--- src/rtl/sinc3_pkg.sv ---
`timescale 1ns/1ps
package sinc3_pkg;
  // Filter order: the settle rules below depend on it being three.
  localparam int ORDER = 3;
  // Largest supported log2 tick multiplier (x16).
  localparam int TURBO_MAX_LOG = 4;

  // Strobes from the control unit to the datapath.
  typedef struct packed {
    logic clear;    // wipe integrators and comb delays
    logic tick;     // modulator sample is taken this clock
    logic dump;     // tick is the last of an output period
    logic publish;  // dump whose result leaves the block
  } filtStrobe_t;
endpackage

--- src/rtl/sinc3_ctrl.sv ---
`timescale 1ns/1ps
module sinc3_ctrl
  import sinc3_pkg::*;
#(
  parameter int DEC_W   = 8,
  parameter int PRE_W   = 9,
  parameter int TURBO_W = 3
) (
  input  logic               clk,
  input  logic               rstN,
  input  logic               restart,
  input  logic [DEC_W-1:0]   decimN,
  input  logic [TURBO_W-1:0] turboCode,
  input  logic               changeMark,
  output logic               modTick,
  output filtStrobe_t        strobe,
  output logic               resultValid,
  output logic               resultSettled
);
  localparam int SUM_W = PRE_W + 1;
  localparam int CFG_W = DEC_W + TURBO_W;

  logic [CFG_W-1:0] cfgQ;
  logic [CFG_W-1:0] cfgNow;
  logic [PRE_W-1:0] accQ;
  logic [SUM_W-1:0] stepSize;
  logic [SUM_W-1:0] accSum;
  logic [DEC_W-1:0] phaseQ;
  logic [1:0]       warmCnt;
  logic [2:0]       settleCnt;
  logic [2:0]       needLoad;
  logic             clearNow;
  logic             tickNow;
  logic             atBoundary;
  logic             dumpNow;
  logic             warmDone;
  logic             publishNow;
  logic             validQ;
  logic             settledQ;

  assign cfgNow = {decimN, turboCode};

  always_comb begin
    if (turboCode > TURBO_W'(TURBO_MAX_LOG)) stepSize = SUM_W'(1) << TURBO_MAX_LOG;
    else                                     stepSize = SUM_W'(1) << turboCode;
  end

  assign accSum     = {1'b0, accQ} + stepSize;
  assign clearNow   = restart | (cfgNow != cfgQ);
  assign tickNow    = rstN & accSum[PRE_W] & ~clearNow;
  assign atBoundary = (phaseQ == decimN);
  assign dumpNow    = tickNow & atBoundary;
  assign warmDone   = (warmCnt == 2'd0);
  assign publishNow = dumpNow & warmDone;
  assign needLoad   = (phaseQ == '0) ? 3'd3 : 3'd4;

  always_ff @(posedge clk) begin
    if (!rstN) begin
      cfgQ      <= '0;
      accQ      <= '0;
      phaseQ    <= '0;
      warmCnt   <= 2'd2;
      settleCnt <= 3'd3;
      validQ    <= 1'b0;
      settledQ  <= 1'b0;
    end else begin
      cfgQ     <= cfgNow;
      validQ   <= publishNow;
      settledQ <= publishNow & ~changeMark & (settleCnt <= 3'd1);
      if (clearNow) begin
        accQ      <= '0;
        phaseQ    <= '0;
        warmCnt   <= 2'd2;
        settleCnt <= 3'd3;
      end else begin
        accQ <= accSum[PRE_W-1:0];
        if (tickNow) begin
          phaseQ <= atBoundary ? '0 : phaseQ + DEC_W'(1);
          if (dumpNow && !warmDone) warmCnt <= warmCnt - 2'd1;
          if (changeMark)                          settleCnt <= needLoad;
          else if (dumpNow && settleCnt != 3'd0)   settleCnt <= settleCnt - 3'd1;
        end
      end
    end
  end

  assign modTick        = tickNow;
  assign strobe.clear   = clearNow;
  assign strobe.tick    = tickNow;
  assign strobe.dump    = dumpNow;
  assign strobe.publish = publishNow;
  assign resultValid    = validQ;
  assign resultSettled  = settledQ;
endmodule

--- src/rtl/sinc3_datapath.sv ---
`timescale 1ns/1ps
module sinc3_datapath
  import sinc3_pkg::*;
#(
  parameter int DEC_W = 8,
  localparam int OUT_W = ORDER * DEC_W + 2
) (
  input  logic             clk,
  input  logic             rstN,
  input  logic             modBit,
  input  filtStrobe_t      strobe,
  output logic [OUT_W-1:0] resultData
);
  logic signed [OUT_W-1:0] sample;
  logic signed [OUT_W-1:0] integQ    [ORDER];
  logic signed [OUT_W-1:0] integNext [ORDER];
  logic signed [OUT_W-1:0] combQ     [ORDER];
  logic signed [OUT_W-1:0] combOut   [ORDER];
  logic signed [OUT_W-1:0] resultQ;

  // Bipolar mapping of the modulator bit.
  assign sample = modBit ? OUT_W'(1) : {OUT_W{1'b1}};

  // Cascade: each integrator adds the freshly updated one before it.
  always_comb begin
    integNext[0] = integQ[0] + sample;
    for (int k = 1; k < ORDER; k++) integNext[k] = integQ[k] + integNext[k-1];
    combOut[0] = integNext[ORDER-1] - combQ[0];
    for (int k = 1; k < ORDER; k++) combOut[k] = combOut[k-1] - combQ[k];
  end

  always_ff @(posedge clk) begin
    if (!rstN) begin
      for (int k = 0; k < ORDER; k++) begin
        integQ[k] <= '0;
        combQ[k]  <= '0;
      end
      resultQ <= '0;
    end else if (strobe.clear) begin
      for (int k = 0; k < ORDER; k++) begin
        integQ[k] <= '0;
        combQ[k]  <= '0;
      end
    end else begin
      if (strobe.tick) begin
        for (int k = 0; k < ORDER; k++) integQ[k] <= integNext[k];
      end
      if (strobe.dump) begin
        combQ[0] <= integNext[ORDER-1];
        for (int k = 1; k < ORDER; k++) combQ[k] <= combOut[k-1];
      end
      if (strobe.publish) resultQ <= combOut[ORDER-1];
    end
  end

  assign resultData = resultQ;
endmodule

--- src/rtl/sinc3_decimator.sv ---
`timescale 1ns/1ps
module sinc3_decimator
  import sinc3_pkg::*;
#(
  parameter int DEC_W   = 8,
  parameter int PRE_W   = 9,
  parameter int TURBO_W = 3,
  localparam int OUT_W  = ORDER * DEC_W + 2
) (
  input  logic               clk,
  input  logic               rstN,
  input  logic               restart,
  input  logic [DEC_W-1:0]   decimN,
  input  logic [TURBO_W-1:0] turboCode,
  input  logic               changeMark,
  input  logic               modBit,
  output logic               modTick,
  output logic [OUT_W-1:0]   resultData,
  output logic               resultValid,
  output logic               resultSettled
);
  filtStrobe_t strobe;

  sinc3_ctrl #(.DEC_W(DEC_W), .PRE_W(PRE_W), .TURBO_W(TURBO_W)) i_ctrl (
    .clk(clk), .rstN(rstN), .restart(restart), .decimN(decimN),
    .turboCode(turboCode), .changeMark(changeMark), .modTick(modTick),
    .strobe(strobe), .resultValid(resultValid), .resultSettled(resultSettled)
  );

  sinc3_datapath #(.DEC_W(DEC_W)) i_data (
    .clk(clk), .rstN(rstN), .modBit(modBit), .strobe(strobe),
    .resultData(resultData)
  );
endmodule

--- config.mk ---
export PLATFORM = sky130hd
export DESIGN_NAME = sinc3_decimator
export DESIGN_NICKNAME = d
export VERILOG_FILES = /design/src/rtl/sinc3_pkg.sv /design/src/rtl/sinc3_ctrl.sv /design/src/rtl/sinc3_datapath.sv /design/src/rtl/sinc3_decimator.sv
export SDC_FILE = /design/constraint.sdc
export NUM_CORES = 1
export LEC_CHECK = 0
export BUFFER_PORTS_ARGS = -buffer_cell sky130_fd_sc_hd__buf_2
export CAP_MARGIN = 5
export CELL_PAD_IN_SITES_DETAIL_PLACEMENT = 1
export CELL_PAD_IN_SITES_GLOBAL_PLACEMENT = 2
export CORE_ASPECT_RATIO = 2
export CORE_MARGIN = 10
export CORE_UTILIZATION = 44
export DETAILED_ROUTE_END_ITERATION = 8
export PLACE_DENSITY_LB_ADDON = 0.05
export REMOVE_ABC_BUFFERS = 1
export SYNTH_ARGS = -nofsm -noshare
export SYNTH_HDL_FRONTEND = slang
export SYNTH_SLANG_ARGS = --single-unit
export TNS_END_PERCENT = 1
--- constraint.sdc ---
create_clock -name clk -period 27.3 [get_ports clk]
set_clock_uncertainty 0.15 [all_clocks]
set_input_delay 1.365 -clock clk [delete_from_list [all_inputs] [get_ports clk]]
set_output_delay 1.365 -clock clk [all_outputs]
set_load 0.03 [all_outputs]
* Word level (Yosys, flattened, before mapping)
Memories as Yosys holds them, arrays and structs flattened. Index checks and enable logic that the tools add are counted.
Cells by class: eq/ne operators 2, bitwise gates (word level) 22, add/sub/neg operators 10, reduce and logical (&&, ||, !) cells 11, shift-type cells 1, muxes and demuxes 30, $lt $le $gt $ge 2
Operator list (number):
- two-way mux 26 bit | 13
- adder 26 bit | 3
- subtractor 26 bit | 3
- bitwise OR 1 bit | 13
- two-way mux 1 bit | 12
- inequality test 11 bit | 1
- adder 9 x 10 -> 10 bit | 1
- two-way mux 10 bit | 1
- left shift 1 x 3 -> 10 bit, first input constant | 1
- two-way mux 3 bit | 3
- adder 8 x 1 -> 8 bit, second input constant | 1
- equality test 8 bit | 1
- zero test 8 bit | 1
- two-way mux 8 bit | 1
- bitwise AND 1 bit | 6
- AND reduction 2 bit | 3
- greater-than comparator 3 bit, second input constant | 1
- less-or-equal comparator 3 x 1 -> 1 bit, second input constant | 1
- NOT 1 bit | 3
- nonzero test 3 bit | 1
- subtractor 3 x 1 -> 3 bit, second input constant | 1
- logical AND 1 bit | 2
- zero test 2 bit | 1
- nonzero test 2 bit | 1
- 3 further kinds | 3
Storage, ports and cells: input bits 16, output and inout port bits 29, logic and storage cells 88, RAM bits 156, bits in registers 61, memories kept 2
Memory list:
- i_data.combQ | words 3, width 26, rd ports 3, clocked after Yosys merged registers in 0, wr ports 3, RTL line sinc3_datapath.sv:17 | logic signed [OUT_W-1:0] combQ [ORDER];
- i_data.integQ | words 3, width 26, rd ports 3, clocked after Yosys merged registers in 0, wr ports 3, RTL line sinc3_datapath.sv:15 | logic signed [OUT_W-1:0] integQ [ORDER];

* Logic depth before layout (Yosys ltp)
depth in word-level cells 11, gate-level depth with buffers 50, gate-level depth less buffers 50

* Cells and area by module
From an unflattened synthesis, not the netlist that was laid out.
Unflattened totals: cell total of the unflattened synthesis 1709, area, all modules 15869.0 sq um
By module, submodules not included:
- sinc3_datapath | sequential area each 5205.0 sq um, cells an instance 1502, area an instance 13932.1 sq um, times used 1
- sinc3_ctrl | sequential area each 700.7 sq um, cells an instance 207, area an instance 1936.9 sq um, times used 1

* Least setup slack after synthesis
Ideal clock, no wire load.
path kind input -> register, start point input port modBit, end point register i_data.resultQ[25], in the netlist i_data.resultData[25], cell stages on the path 46, arrival time 10039 ps, path buffers 0, library setup time 128 ps, setup slack 16983 ps, required time 27022 ps, path through inv_1 > ha_1 > a21o_1 > a21oi_1 > o21bai_1 > a21o_1 > a21oi_1 > o21bai_1 > xor2_1 > ha_1 > a21o_1 > a21oi_1 > a31o_2 > nor2b_1 > xnor2_1 > ha_1 > and2_1 > a2111oi_0 > (+10 left out) > a41oi_1 > a31oi_1 > or2_2 > a41oi_1 > nor3_1 > o31ai_1 > and2_1 > nor2b_1 > o21ai_0 > nand2_1 > xor2_1 > ha_1 > inv_1 > o41ai_1 > a21oi_1 > xor2_1 > xnor2_1 > o21ai_1
RTL lines:
- start: declaration | RTL line sinc3_decimator.sv:16 | input logic modBit,
- end signal: assignment | RTL line sinc3_datapath.sv:52 | if (strobe.publish) resultQ <= combOut[ORDER-1];
- end: declaration | RTL line sinc3_datapath.sv:19 | logic signed [OUT_W-1:0] resultQ;

==> impl_results.md <==
- Num rows: just under 100
- Post-Syn Area: about 16,000 um2
- First-pass iteration count of the detailed router: 6
- EDFF count, synth: about 160
- Final Cycle Share: between 40% and 50%
- Seq/Total Area, Yosys: 37.39%
- Hold_buf cts: 0
- Initial antenna violation count: 0
- Leak Pwr: 7.848 nW
- F_max: around 88 MHz
- Die W: 154.0 um
- Hold endpoint: i_data.resultData[11]
- Maxcap violations: 0
- Worst Path Arrival: approximately 12,000 ps
- Drt total wl: roughly 37 mm
- R2r setup slk: ~17,000 ps
- TritonCTS Buffers: 24
- Routed via count: ~12,000
- Worst r2r path cells: between 40 and 50
- Clock sink count: ~220
- Setup TNS: 0 ps
- Synth Warn #: 0
- Yosys cell types: just under 70
- Antenna Cells: 0
- CTS root buf: clkbuf_16
- Crit path buffers/inverters: 5
- H-tree levels: 1
- # DRC: 0
- First-pass GRT wire length: about 62 mm
- CP Max Fanout: 25
- Critical Path RT: between 20,000 and 30,000 ps
- Status: finished, final reports clean
- Pwr/cell area: roughly 50 nW/um2
- Half-perimeter wire length after placement: approximately 29 mm
- Number of post-CTS setup repair buffers: 0
- Hold Startpoint: i_data.resultData[11]
- Clk_lat worst skew: between 500 and 600 ps
- Asr flop ratio synth: 0%
- RSZ-0062 raised after global routing: false
- Critical path's top delay family: compound AO/OA/AOI/OAI gates
- Grt total ovfl: 0
- Slew Limit Fails: 0
- Iteration-0 DRC Markers: between 300 and 400
- GRT Total Usage: between 10% and 20%
- DP Area: 16,540 um2
- Post-CTS resize count: 0
- Post-route ant nets: 0
- Layout area overhead: 9.697%
- Minimum clock period: between 10,000 and 15,000 ps
- Fraction of layout cells with a size suffix above 1: 5.839%
- Top cell by count, worst path: a21oi_1
- CTS tree: built
- Routability cong.: 0.8268
- Design Power: about 0.86 mW
- CP Class: input port to flip-flop
- Cell area after layout: ~17,000 um2
- Hold Crit Class: flip-flop to flip-flop
- I/O Buffers: 44
- Post-synth top flop: edfxtp_1
- CTS clock-pin slew for the worst setup and hold paths: roughly 60 ps
- Synth Register Bits: between 200 and 250
- Number of global-route vias before repair: between 10,000 and 15,000
- I/O pin cnt: 45
- Final hold vios: 0
- FF-to-FF Start: i_data.integQ[0][0]
- Crit end category: flip-flop
- Post-Syn Instances: 1,717
- Worst hold stages: 2
- DR vias/cell: approximately 5.5
- Reg-to-reg endpoint: i_data.resultData[25]
- Slew @ Worst Pin: about 1100 ps
- Max clock buf depth: 3
- Nets: between 1,500 and 2,000
- Final setup viols: 0
- Starting Density: between 40% and 50%
- Worst VDD drop: around 0.045 mV
- Startpoint Class: input port
- Max_slew headroom: a little over a quarter
- Die footprint: roughly 44,000 um2
- Avg WL per Cell: roughly 17 um
- Largest net degree at the start of global routing: 76
- Die Y-Extent: roughly 290 um
- Core ar.: between 30,000 and 40,000 um2
- Avg Inst Size Synth: about 9.2 um2
- Critical path's slowest cell: a2111oi_0
- Slowest stage delay, CP: around 610 ps
==> power breakdown <==
part           total (mW)  switching, mW  internal, mW
Clock               0.335          0.140         0.195
Combinational       0.173         0.0994        0.0740
Sequential          0.350       0.000372         0.349
==> placed cells by master (no fill, tap or decap), types with 58 or more instances in the layout <==
master    synthesis  final
xor2_1           62     62
nor2_1          144    143
o21ai_0          58     58
xnor2_1          93     93
inv_1           170    170
edfxtp_1        156    156
a21oi_1         112    112
dfxtp_1          61     61
and2_1          106    106
nand2_1         125    125
ha_1            166    166
==> per-layer routing <==
| layer | routed length [um] | part of all wire [%] | GRT usage (%) |
|---|---|---|---|
| met5 | 0 | 0 | 0 |
| met4 | 1028 | 2.8 | 5.548 |
| met3 | 934 | 2.5 | 1.913 |
| met2 | 21080 | 57 | 33.97 |
| met1 | 14050 | 38 | 16.34 |
==> flip-flops by register name (all words and copies together) (netlist names) <==
register and flops:
i_ctrl.accQ 9, i_ctrl.cfgQ 11, i_ctrl.phaseQ 8, i_ctrl.resultSettled 1, i_ctrl.resultValid 1, i_ctrl.settleCnt 3
i_ctrl.warmCnt 2, i_data.combQ 78, i_data.integQ 78, i_data.resultData 26
==> synthesized netlist by cell type, types with 29 or more instances <==
library cell	n	area share (%)
dfxtp_1	61	7.7
clkbuf_1	31	0.74
nand2_1	125	3.0
ha_1	166	13
inv_1	170	4.0
a21oi_1	112	3.5
edfxtp_1	156	30
o21bai_1	29	1.4
o21ai_0	58	1.8
xor2_1	62	3.4
xnor2_1	93	5.2
and2_1	106	4.2
a21o_1	57	2.7
nand3_1	31	0.98
nor2_1	144	3.4
==> worst max path at each step <==
stage               startpoint               endpoint  cells past startpoint
floorplan               modBit  i_data.resultData[25]                     46
global placement        modBit  i_data.resultData[25]                     49
detailed placement      modBit  i_data.resultData[25]                     49
CTS                     modBit  i_data.resultData[25]                     49
global route            modBit  i_data.resultData[25]                     49
finish                  modBit  i_data.resultData[25]                     49
==> cells by family (layout without fill, tap and decap cells) <==
| kind of cell | count (synthesis) | in the layout | synth area share [%] |
|---|---|---|---|
| compound gates | 421 | 421 | 17.71 |
| xor+xnor | 157 | 157 | 8.841 |
| mux | 2 | 2 | 0.1268 |
| simple gates | 542 | 542 | 17.01 |
| flops | 217 | 217 | 37.39 |
| other cells | 1 | 3 | 0.02374 |
| buf+inv | 204 | 266 | 4.856 |
| fa+ha+maj | 173 | 173 | 14.04 |
==> final cells by class <==
| cell class | instances | area [um2] |
|---|---|---|
| Fill cell | 4156 | 18230 |
| Multi-Input combinational cell | 1298 | 9151 |
| Sequential cell | 217 | 5906 |
| Clock buffer | 30 | 644.4 |
| Inverter | 171 | 641.9 |
| Tap cell | 450 | 563.0 |
| Timing Repair Buffer | 52 | 280.3 |
| Clock inverter | 13 | 138.9 |
==> per-stage QoR <==
step	worst slack [ps]	std cells	utilization, %	hold WS, ps
finish	15880	2231	48.72	295.6
global route	14730	2231	48.72	321.3
CTS	15740	2231	48.72	299.0
detailed placement	15170	2188	46.52	291.9
global placement	15380	2188	46.52	284.3
floorplan	16970	1686	-	264.6
==> worst min-delay path, delay by kind of cell (launching register included) <==
kind	cells	cell delay, ps
flip-flops	1	310
AND/OR/NAND/NOR	1	50
AO/OA/AOI/OAI	1	50
No activity file was read; power rests on OpenSTA's default activity.
